`src/rtl/cmdq_pkg.sv`:
```
`timescale 1ns/1ps
package cmdq_pkg;
    localparam int DATA_W = 32;
    localparam int ADDR_W = 8;

    localparam logic [ADDR_W-1:0] OFF_DOORBELL = 8'h20;
    localparam logic [ADDR_W-1:0] OFF_STATUS   = 8'h30;
    localparam logic [ADDR_W-1:0] OFF_MASK     = 8'h34;
    localparam logic [ADDR_W-1:0] OFF_REQ      = 8'h40;
    localparam logic [ADDR_W-1:0] OFF_RSP      = 8'h44;
    localparam logic [ADDR_W-1:0] OFF_OVF      = 8'h50;
    localparam logic [ADDR_W-1:0] OFF_SCRATCH  = 8'hB0;

    localparam logic [DATA_W-1:0] EMPTY_WORD = 32'hFFFF_FFFF;
    localparam logic [DATA_W-1:0] READY_WORD = 32'hFFFF_0000;
    localparam logic [DATA_W-1:0] MASK_RESET = 32'h0000_0008;
    localparam int IRQ_BIT = 3;

    typedef enum logic [2:0] {
        SEL_NONE,
        SEL_DOORBELL,
        SEL_STATUS,
        SEL_MASK,
        SEL_REQ,
        SEL_RSP,
        SEL_OVF,
        SEL_SCRATCH
    } reg_sel_e;

    function automatic reg_sel_e decode_offset(input logic [ADDR_W-1:0] off);
        case (off)
            OFF_DOORBELL: return SEL_DOORBELL;
            OFF_STATUS:   return SEL_STATUS;
            OFF_MASK:     return SEL_MASK;
            OFF_REQ:      return SEL_REQ;
            OFF_RSP:      return SEL_RSP;
            OFF_OVF:      return SEL_OVF;
            OFF_SCRATCH:  return SEL_SCRATCH;
            default:      return SEL_NONE;
        endcase
    endfunction

    function automatic logic [DATA_W-1:0] flag_word(input logic flag, input int pos);
        logic [DATA_W-1:0] w;
        w = '0;
        w[pos] = flag;
        return w;
    endfunction
endpackage

```
`src/rtl/cmdq_fifo.sv`:
```
`timescale 1ns/1ps
module cmdq_fifo #(
    parameter int WIDTH = 32,
    parameter int DEPTH = 8,
    localparam int CW = $clog2(DEPTH + 1),
    localparam int PW = (DEPTH > 1) ? $clog2(DEPTH) : 1
) (
    input  logic             clk,
    input  logic             rst,
    input  logic             push,
    input  logic [WIDTH-1:0] wdata,
    input  logic             pop,
    output logic [WIDTH-1:0] rdata,
    output logic             full,
    output logic             empty,
    output logic [CW-1:0]    count
);
    logic [WIDTH-1:0] mem [DEPTH];
    logic [PW-1:0]    wr_ptr, rd_ptr;
    logic [CW-1:0]    cnt_q;
    logic             push_ok, pop_ok;

    function automatic logic [PW-1:0] bump(input logic [PW-1:0] p);
        return (p == PW'(DEPTH - 1)) ? '0 : p + PW'(1);
    endfunction

    assign full    = (cnt_q == CW'(DEPTH));
    assign empty   = (cnt_q == '0);
    assign push_ok = push && !full;
    assign pop_ok  = pop && !empty;
    assign rdata   = mem[rd_ptr];
    assign count   = cnt_q;

    always_ff @(posedge clk) begin
        if (push_ok) mem[wr_ptr] <= wdata;
    end

    always_ff @(posedge clk) begin
        if (rst) begin
            wr_ptr <= '0;
            rd_ptr <= '0;
            cnt_q  <= '0;
        end else begin
            if (push_ok) wr_ptr <= bump(wr_ptr);
            if (pop_ok)  rd_ptr <= bump(rd_ptr);
            case ({push_ok, pop_ok})
                2'b10:   cnt_q <= cnt_q + CW'(1);
                2'b01:   cnt_q <= cnt_q - CW'(1);
                default: cnt_q <= cnt_q;
            endcase
        end
    end
endmodule

```
`src/rtl/cmdq_ready_timer.sv`:
```
`timescale 1ns/1ps
module cmdq_ready_timer #(
    parameter int CYCLES = 1000,
    localparam int TW = $clog2(CYCLES + 1)
) (
    input  logic clk,
    input  logic rst,
    output logic ready
);
    logic [TW-1:0] cnt_q;
    logic          ready_q;

    always_ff @(posedge clk) begin
        if (rst) begin
            cnt_q   <= '0;
            ready_q <= 1'b0;
        end else if (!ready_q) begin
            cnt_q <= cnt_q + TW'(1);
            if (cnt_q == TW'(CYCLES - 1)) ready_q <= 1'b1;
        end
    end

    assign ready = ready_q;
endmodule

```
`src/rtl/cmdq_regblk.sv`:
```
`timescale 1ns/1ps
module cmdq_regblk
    import cmdq_pkg::*;
#(
    parameter int REQ_DEPTH    = 8,
    parameter int RSP_DEPTH    = 8,
    parameter int READY_CYCLES = 1000
) (
    input  logic              clk,
    input  logic              rst,
    input  logic              reg_wr,
    input  logic              reg_rd,
    input  logic [ADDR_W-1:0] reg_addr,
    input  logic [DATA_W-1:0] reg_wdata,
    output logic [DATA_W-1:0] reg_rdata,
    output logic              reg_rvalid,
    output logic              irq_o,
    output logic [DATA_W-1:0] fw_doorbell,
    output logic              fw_req_valid,
    output logic [DATA_W-1:0] fw_req_data,
    input  logic              fw_req_pop,
    input  logic              fw_rsp_push,
    input  logic [DATA_W-1:0] fw_rsp_tag,
    output logic              fw_rsp_ready
);
    localparam int REQ_CW = $clog2(REQ_DEPTH + 1);
    localparam int RSP_CW = $clog2(RSP_DEPTH + 1);

    reg_sel_e sel;
    logic     req_push, req_full, req_empty;
    logic     rsp_pop, rsp_full, rsp_empty;
    logic     fw_ready;
    logic [REQ_CW-1:0] req_count;
    logic [RSP_CW-1:0] rsp_count;
    logic [DATA_W-1:0] rsp_head, rd_mux;
    logic [DATA_W-1:0] doorbell_q, mask_q, last_req_q, rdata_q;
    logic              ovf_q, rvalid_q;

    assign sel      = decode_offset(reg_addr);
    assign req_push = reg_wr && (sel == SEL_REQ);
    assign rsp_pop  = reg_rd && (sel == SEL_RSP) && !rsp_empty;

    cmdq_fifo #(.WIDTH(DATA_W), .DEPTH(REQ_DEPTH)) u_req_fifo (
        .clk   (clk),
        .rst   (rst),
        .push  (req_push),
        .wdata (reg_wdata),
        .pop   (fw_req_pop),
        .rdata (fw_req_data),
        .full  (req_full),
        .empty (req_empty),
        .count (req_count)
    );

    cmdq_fifo #(.WIDTH(DATA_W), .DEPTH(RSP_DEPTH)) u_rsp_fifo (
        .clk   (clk),
        .rst   (rst),
        .push  (fw_rsp_push),
        .wdata (fw_rsp_tag),
        .pop   (rsp_pop),
        .rdata (rsp_head),
        .full  (rsp_full),
        .empty (rsp_empty),
        .count (rsp_count)
    );

    cmdq_ready_timer #(.CYCLES(READY_CYCLES)) u_ready (
        .clk   (clk),
        .rst   (rst),
        .ready (fw_ready)
    );

    always_comb begin
        case (sel)
            SEL_DOORBELL: rd_mux = doorbell_q;
            SEL_STATUS:   rd_mux = flag_word(!rsp_empty, IRQ_BIT);
            SEL_MASK:     rd_mux = mask_q;
            SEL_REQ:      rd_mux = last_req_q;
            SEL_RSP:      rd_mux = rsp_empty ? EMPTY_WORD : rsp_head;
            SEL_OVF:      rd_mux = flag_word(ovf_q, 0);
            SEL_SCRATCH:  rd_mux = fw_ready ? READY_WORD : '0;
            default:      rd_mux = '0;
        endcase
    end

    always_ff @(posedge clk) begin
        if (rst) begin
            doorbell_q <= '0;
            mask_q     <= MASK_RESET;
            last_req_q <= '0;
            ovf_q      <= 1'b0;
            rdata_q    <= '0;
            rvalid_q   <= 1'b0;
        end else begin
            if (reg_wr) begin
                case (sel)
                    SEL_DOORBELL: doorbell_q <= reg_wdata;
                    SEL_MASK:     mask_q     <= reg_wdata;
                    SEL_REQ:      last_req_q <= reg_wdata;
                    default:      ;
                endcase
            end
            if (req_push && req_full) ovf_q <= 1'b1;
            rvalid_q <= reg_rd;
            if (reg_rd) rdata_q <= rd_mux;
        end
    end

    assign reg_rdata    = rdata_q;
    assign reg_rvalid   = rvalid_q;
    assign irq_o        = !rsp_empty && !mask_q[IRQ_BIT];
    assign fw_doorbell  = doorbell_q;
    assign fw_req_valid = !req_empty;
    assign fw_rsp_ready = !rsp_full;
endmodule

```
`config.mk`:
```
export PLATFORM = sky130hd
export DESIGN_NAME = cmdq_regblk
export DESIGN_NICKNAME = d
export VERILOG_FILES = /design/src/rtl/cmdq_pkg.sv /design/src/rtl/cmdq_fifo.sv /design/src/rtl/cmdq_ready_timer.sv /design/src/rtl/cmdq_regblk.sv
export SDC_FILE = /design/constraint.sdc
export NUM_CORES = 1
export LEC_CHECK = 0
export BUFFER_PORTS_ARGS = -buffer_cell sky130_fd_sc_hd__buf_4
export CAP_MARGIN = 20
export CORE_MARGIN = 2
export CORE_UTILIZATION = 46
export CTS_BUF_LIST = sky130_fd_sc_hd__clkbuf_16
export CTS_CLUSTER_SIZE = 14
export DETAILED_ROUTE_END_ITERATION = 12
export GPL_ROUTABILITY_DRIVEN = 0
export PLACE_DENSITY = 0.71
export SLEW_MARGIN = 20
export SYNTH_ARGS = -nofsm -noshare
export SYNTH_HDL_FRONTEND = slang
export SYNTH_SLANG_ARGS = --single-unit
```
`constraint.sdc`:
```
create_clock -name clk -period 6.87 [get_ports clk]
set_input_delay 2.061 -clock clk [delete_from_list [all_inputs] [get_ports clk]]
set_output_delay 2.061 -clock clk [all_outputs]
set_load 0.05 [all_outputs]
```
; Word-level counts from Yosys, hierarchy flattened
; Memories as Yosys holds them, arrays and structs flattened. A register that Yosys moved wholly into a read port is not among the register bits.
; Cells that the tools add are included.
[word_totals]
regBits = 161
n_memories = 2
in_bits = 78
ramBits = 512
[op_classes]
muxes = 20
reduce_logical = 21
eq_ne = 25
add_sub_neg = 9
[memory_table]
columns = name, depth, width, read_ports, rd_clocked_by_memory_dff, wr, line_no
row1 = u_req_fifo.mem, 8, 32, 1, 1, 1, cmdq_fifo.sv:18  ; logic [WIDTH-1:0] mem [DEPTH];
row2 = u_rsp_fifo.mem, 8, 32, 1, 1, 1, cmdq_fifo.sv:18
[op_table]
columns = cell, count
row1 = one-hot mux 32 bit (7 select lines), 1
row2 = 2-to-1 mux 32 bit, 2
row3 = == test 3 bit (second input constant), 8
row4 = == test 8 x 6 -> 1 bit (second input constant), 3
row5 = == test 8 x 7 -> 1 bit (second input constant), 3
row6 = 2-to-1 mux 3 bit, 8
row7 = one-hot mux 3 bit (7 select lines), 1
row8 = one-hot mux 4 bit (2 select lines), 2
row9 = adder 3 x 1 -> 3 bit (second input constant), 4
row10 = adder 10 x 1 -> 10 bit (second input constant), 1
row11 = == test 10 bit (second input constant), 1
row12 = logical AND 1 bit, 9
row13 = adder 4 x 1 -> 4 bit (second input constant), 2
row14 = == test 4 bit (second input constant), 2
row15 = == test 8 bit (second input constant), 1
row16 = logical NOT 4 bit, 2
row17 = subtractor 4 x 1 -> 4 bit (second input constant), 2
row18 = == test 3 x 2 -> 1 bit (second input constant), 2
row19 = 2-to-1 mux 1 bit, 6
row20 = AND reduction 2 bit, 3
row21 = logical NOT 1 bit, 5
row22 = == test 2 x 1 -> 1 bit (second input constant), 2
row23 = == test 2 bit (second input constant), 2
row24 = nonzero test 2 bit, 2
row25 = == test 3 x 1 -> 1 bit (second input constant), 1

; Logic depth before layout (Yosys ltp)
[logic_depth]
depth_word = 8
mapped_depth = 13

; Hierarchy
; A second synthesis with hierarchy kept.
[hier_totals]
hier_cells = 1699
hier_area_um2 = 27040.9
[by_module_without_submodules]
columns = mod, seq_area_each_um2, n_inst, area_per_inst_um2, cells_per_inst
row1 = cmdq_fifo at u_rsp_fifo, 7947.6, 1, 10452.5, 449
row2 = cmdq_fifo at u_req_fifo, 7947.6, 1, 10317.4, 449
row3 = cmdq_regblk, 2602.5, 1, 5781.8, 750
row4 = cmdq_ready_timer, 220.2, 1, 489.2, 51

; Worst setup path before layout
; Ideal clock, no wire load.
[synth_timing]
kind = input -> register
from = input port reg_addr[4]
to = memory u_req_fifo.mem[0][0] (enable)
t_required_ps = 6409
t_arrival_ps = 5400
path_slack_ps = 1009
setup_ps = 461
n_path_buf = 2
cell_stages = 6
cell_sequence = buf_2 > nor4b_2 > buf_4 > nand3_2 > or3_1 > nor3_1
[synth_via]
elab_chain_len = 7
[synth_lines]
columns = item, line_no
row1 = "start, declared", cmdq_regblk.sv:13  ; input logic [ADDR_W-1:0] reg_addr,
row2 = "== test 8 bit, or another cell as far along", cmdq_pkg.sv:31  ; case (off)
row3 = one-hot mux 3 bit (7 select lines) (*), cmdq_pkg.sv:31
row4 = == test 3 bit (*), cmdq_regblk.sv:40  ; assign req_push = reg_wr && (sel == SEL_REQ);
row5 = logical AND 1 bit (*), cmdq_regblk.sv:40
row6 = logical AND 1 bit (*), cmdq_fifo.sv:29  ; assign push_ok = push && !full;
row7 = 2-to-1 mux 1 bit (*), cmdq_fifo.sv:35  ; if (push_ok) mem[wr_ptr] <= wdata;
row8 = 2-to-1 mux 1 bit (implied by the code) (*), cmdq_fifo.sv:35
row9 = "end, declared", cmdq_fifo.sv:18
; Mark *: on every way between the ends. The rest lies on a longest branch, timed or not.

==> run summary <==
For the number of nets in the final layout, the log shows 1918. For this run, the top clock speed supported by timing is 195.3 MHz. The tree is rooted in a sky130_fd_sc_hd__clkbuf_16. Biggest area consumer among synthesized cells: sky130_fd_sc_hd__edfxtp_1. For the post-route DRC violation count, the log shows 0. Counting instances in the post-synthesis netlist gives the leading cell types as sky130_fd_sc_hd__edfxtp_1, sky130_fd_sc_hd__dfxtp_1, sky130_fd_sc_hd__nor2_1, sky130_fd_sc_hd__mux4_2, sky130_fd_sc_hd__nand2_1. The total of hold buffers inserted after clock tree synthesis is 0, and the placeable core area is 57590 um^2. After detailed routing, the total wire length is 61170 um. For the number of unique standard cell types used by synthesis, the log shows 57. For the post-route setup TNS, the log shows 0 ps. The first global-routing pass estimated 92060 um of wire. The run gives 0.2031 as the aggregate global-route resource usage.

The area added between synthesis and finish works out to 15.98%. The multiplexer fraction of the synthesized cell area came out at 0.1472. The routed design uses 5289 um of met3 wire. For the worst setup path, the data required time is 4810 ps. Setup repair after global routing left no endpoint under its margin. The post-synthesis simple-gate area fraction is 0.07113. The most common flop cell mapped by yosys is sky130_fd_sc_hd__edfxtp_1. The fraction of the mapped netlist area in compound gates was 0.05151. 178 I/O pins were placed. The clock tree synthesis step divided the H-tree into 3 levels.

The relative slew slack was 0.2858. The flow ran to the end, and the final reports show no timing, DRC or antenna violations. The die extent in x was 245.3 um. In the post-synthesis netlist, the cell with the most instances is sky130_fd_sc_hd__edfxtp_1. For the area of the mapped netlist, the log shows 26790 um^2. In the routed layout, each cell is associated on average with a via count of 5.702.

Share of layout cells above drive strength 1: 0.2816. In this run the worst hold path is classified as reg -> reg. In the post-synthesis netlist, the biggest area contributors are sky130_fd_sc_hd__edfxtp_1, sky130_fd_sc_hd__dfxtp_1, sky130_fd_sc_hd__mux4_2, sky130_fd_sc_hd__mux2i_1, sky130_fd_sc_hd__nor2_1. Counting the fill cells in the layout gives 4526.

The share of synthesized area occupied by flip-flops and latches was 0.6986. The run gives 0 as the overflow left after global routing. The utilization after layout was 0.5396.

Top routing layer in use: met5. The clock drives 679 sinks. Across the routed clock network, the largest skew measured is 22.38 ps. The total vias in the final route was 15070. In this run the vertical extent of the chip is 245.3 um. Data arrives at the worst endpoint at 3060 ps.

The final period utilization came out at 0.7454. TritonCTS built the clock tree. The analysis attributes to cell leakage a power of 0.01045 uW. The floorplan has 88 rows.

For this block, wires on met1 add up to 25710 um. Max-cap violations in this run came to 0. Registers take 18730 um^2. The die footprint came out at 60190 um^2.

The buffer count from post-CTS setup fixing is 0, and the async set-reset flop share out of synthesis is 0. Of all nets on the critical path, the largest fanout is 38. The adder and majority gate portion of the synthesized area was 0.007005.

The count of endpoints failing hold in the final timing report is 0, and the number of max-slew violations in the final report is 0. The average wire per cell in the routed design came out at 23.15 um. The first TritonRoute pass finished after 5 iterations. The type of element capturing the critical path was an output pin.

Length of routed met2 wiring: 29150 um. The detailed router finished its first iteration with 1278 violations. The clock period minus final worst setup slack came out at 5121 ps. The net count of the mapped netlist was 1751; the initial core utilization was 0.4653. The wire-length estimate of the detail-placed layout is 37780 um. The number of gates given a new drive strength after cts was 0. For the number of buffers on the longest clock path, the log shows 3. The number of antenna violations at the first check in global routing is 4. The number of setup violations in the final report was 0; the antenna violation net count after detailed routing was 0. The via count of the first global-routing pass was 14970; the area of the multi-input gates was 7656 um^2.

Power spread over the standard cell area amounts to 263.8 nW/um^2. The number of synthesis warnings is 0, and the number of input and output port buffers inserted is 177. The run gives 8197 uW as the overall power consumption. The class of the most critical setup path was reg -> out.

TritonCTS created 68 clock buffers. The per-instance average area after synthesis was 16.16 um^2; the largest net degree at the start of global routing was 97. After synthesis, the largest family of logic cells by area is multiplexers. The area share of the largest cell type after synthesis was 0.5739. For the worst hold slack, the log shows 459.9 ps.

The kind of launch point of the worst setup path was a register. For the synthesized instance count, the log shows 1658. After synthesis the netlist holds a flip-flop and latch count of 679.

The xor-xnor portion of the synthesized cell area was 0.005230; the number of synthesized flops with an enable pin was 512. IR analysis of the VDD net gives a maximum drop of 196.2 uV. For the pin with the worst max-slew slack, the measured transition is 1071 ps. The clock latency of the later-clocked register in the worst-skew pair was 600 ps. After clock tree synthesis, the clock-pin slew on the worst setup and hold paths is 60 ps.
[per-layer routing]
layer,vias up,global-route usage
met5,-,0
met4,6,0.04296
met3,78,0.05380
met2,519,0.3268
met1,7678,0.2799
li1,6785,-
[path summary, 6_finish.rpt]
| path | from | endpoint | slack (ps) | cells after the start |
|---|---|---|---|---|
| hold / removal | last_req_q[27] | last_req_q[27] | 460 | 2 |
| setup reg to reg | u_rsp_fifo.count[1] | u_rsp_fifo.count[2] | 3880 | 10 |
| hold reg to reg | last_req_q[27] | last_req_q[27] | 460 | 2 |
| setup / recovery | register | fw_req_data[31] | 1750 | 4 |
[layout make-up]
| cell class | instances | area share |
|---|---|---|
| flip-flops and latches | 679 | 0.6027 |
| multi-input cells | 862 | 0.2464 |
| clock buffers | 71 | 0.05718 |
| repair buffers | 210 | 0.05214 |
| well taps | 765 | 0.03080 |
| clock inverters | 49 | 0.01011 |
| inverters | 4 | 0.0004832 |
| diodes | 2 | 0.0001611 |
[cells in the final DEF (no fill, tap or decap), types with 5 or more instances in the layout]
cell and count:
sky130_fd_sc_hd__edfxtp_1 512, sky130_fd_sc_hd__buf_4 207, sky130_fd_sc_hd__dfxtp_1 162, sky130_fd_sc_hd__nor2_1 156
sky130_fd_sc_hd__mux4_2 128, sky130_fd_sc_hd__nand2_1 98, sky130_fd_sc_hd__a21oi_1 97, sky130_fd_sc_hd__clkbuf_16 71
sky130_fd_sc_hd__mux2i_1 70, sky130_fd_sc_hd__a22oi_1 48, sky130_fd_sc_hd__nor3_1 36, sky130_fd_sc_hd__nor3_2 36
sky130_fd_sc_hd__mux2_2 32, sky130_fd_sc_hd__inv_1 17, sky130_fd_sc_hd__o221ai_1 16, sky130_fd_sc_hd__ha_1 15
sky130_fd_sc_hd__o2bb2ai_1 14, sky130_fd_sc_hd__a221oi_1 14, sky130_fd_sc_hd__clkinv_1 14, sky130_fd_sc_hd__xor2_1 12
sky130_fd_sc_hd__nor2_2 10, sky130_fd_sc_hd__or3_1 10, sky130_fd_sc_hd__o21ai_0 9, sky130_fd_sc_hd__clkinv_2 8
sky130_fd_sc_hd__nand2b_1 6, sky130_fd_sc_hd__nor2b_1 5
[sequential cells by signal (all words and copies together), names as in the netlist, named ones only]
signal / cells
mask_q: 32
u_ready.ready: 1
fw_doorbell: 32
u_ready.cnt_q: 10
reg_rdata: 32
ovf_q: 1
last_req_q: 32
u_req_fifo.rd_ptr: 3
u_rsp_fifo.rd_ptr: 3
u_rsp_fifo.wr_ptr: 3
u_req_fifo.mem: 256
u_req_fifo.count: 4
u_req_fifo.wr_ptr: 3
reg_rvalid: 1
u_rsp_fifo.count: 4
u_rsp_fifo.mem: 256
[worst max-delay path: stages (launching register included)]
cell                      delay (ps)
sky130_fd_sc_hd__dfxtp_2        1020
sky130_fd_sc_hd__buf_4           520
sky130_fd_sc_hd__mux4_2          410
sky130_fd_sc_hd__mux2_2          290
sky130_fd_sc_hd__buf_4           190
[metrics by stage]
step / cells / setup WS, ps / area [um^2]
2_1_floorplan: 1658 / 1009 / 26790
3_3_place_gp: 2518 / 1644 / 28920
3_5_place_dp: 2520 / 1574 / 28970
4_1_cts: 2640 / 1683 / 31060
5_1_grt: 2640 / 1626 / 31070
6_report: 2642 / 1749 / 31070
[where the power goes]
part	total, uW	switching [uW]	internal (uW)	leakage (uW)
registers	4460	14.9	4440	0.00597
clock network	3490	1480	2010	0.00108
logic	249	172	76.7	0.00339
total	8200	1670	6530	0.0104
[kinds of logic after synthesis]
group                      count (synthesis)
AOI/OAI and AO/OA                        209
xor gates and xnor gates                  16
adders and majority gates                 15
buffers and inverters                    117
DFF                                      679
muxes                                    230
and+or+nand+nor                          392
(Power assumes the default switching activity.)
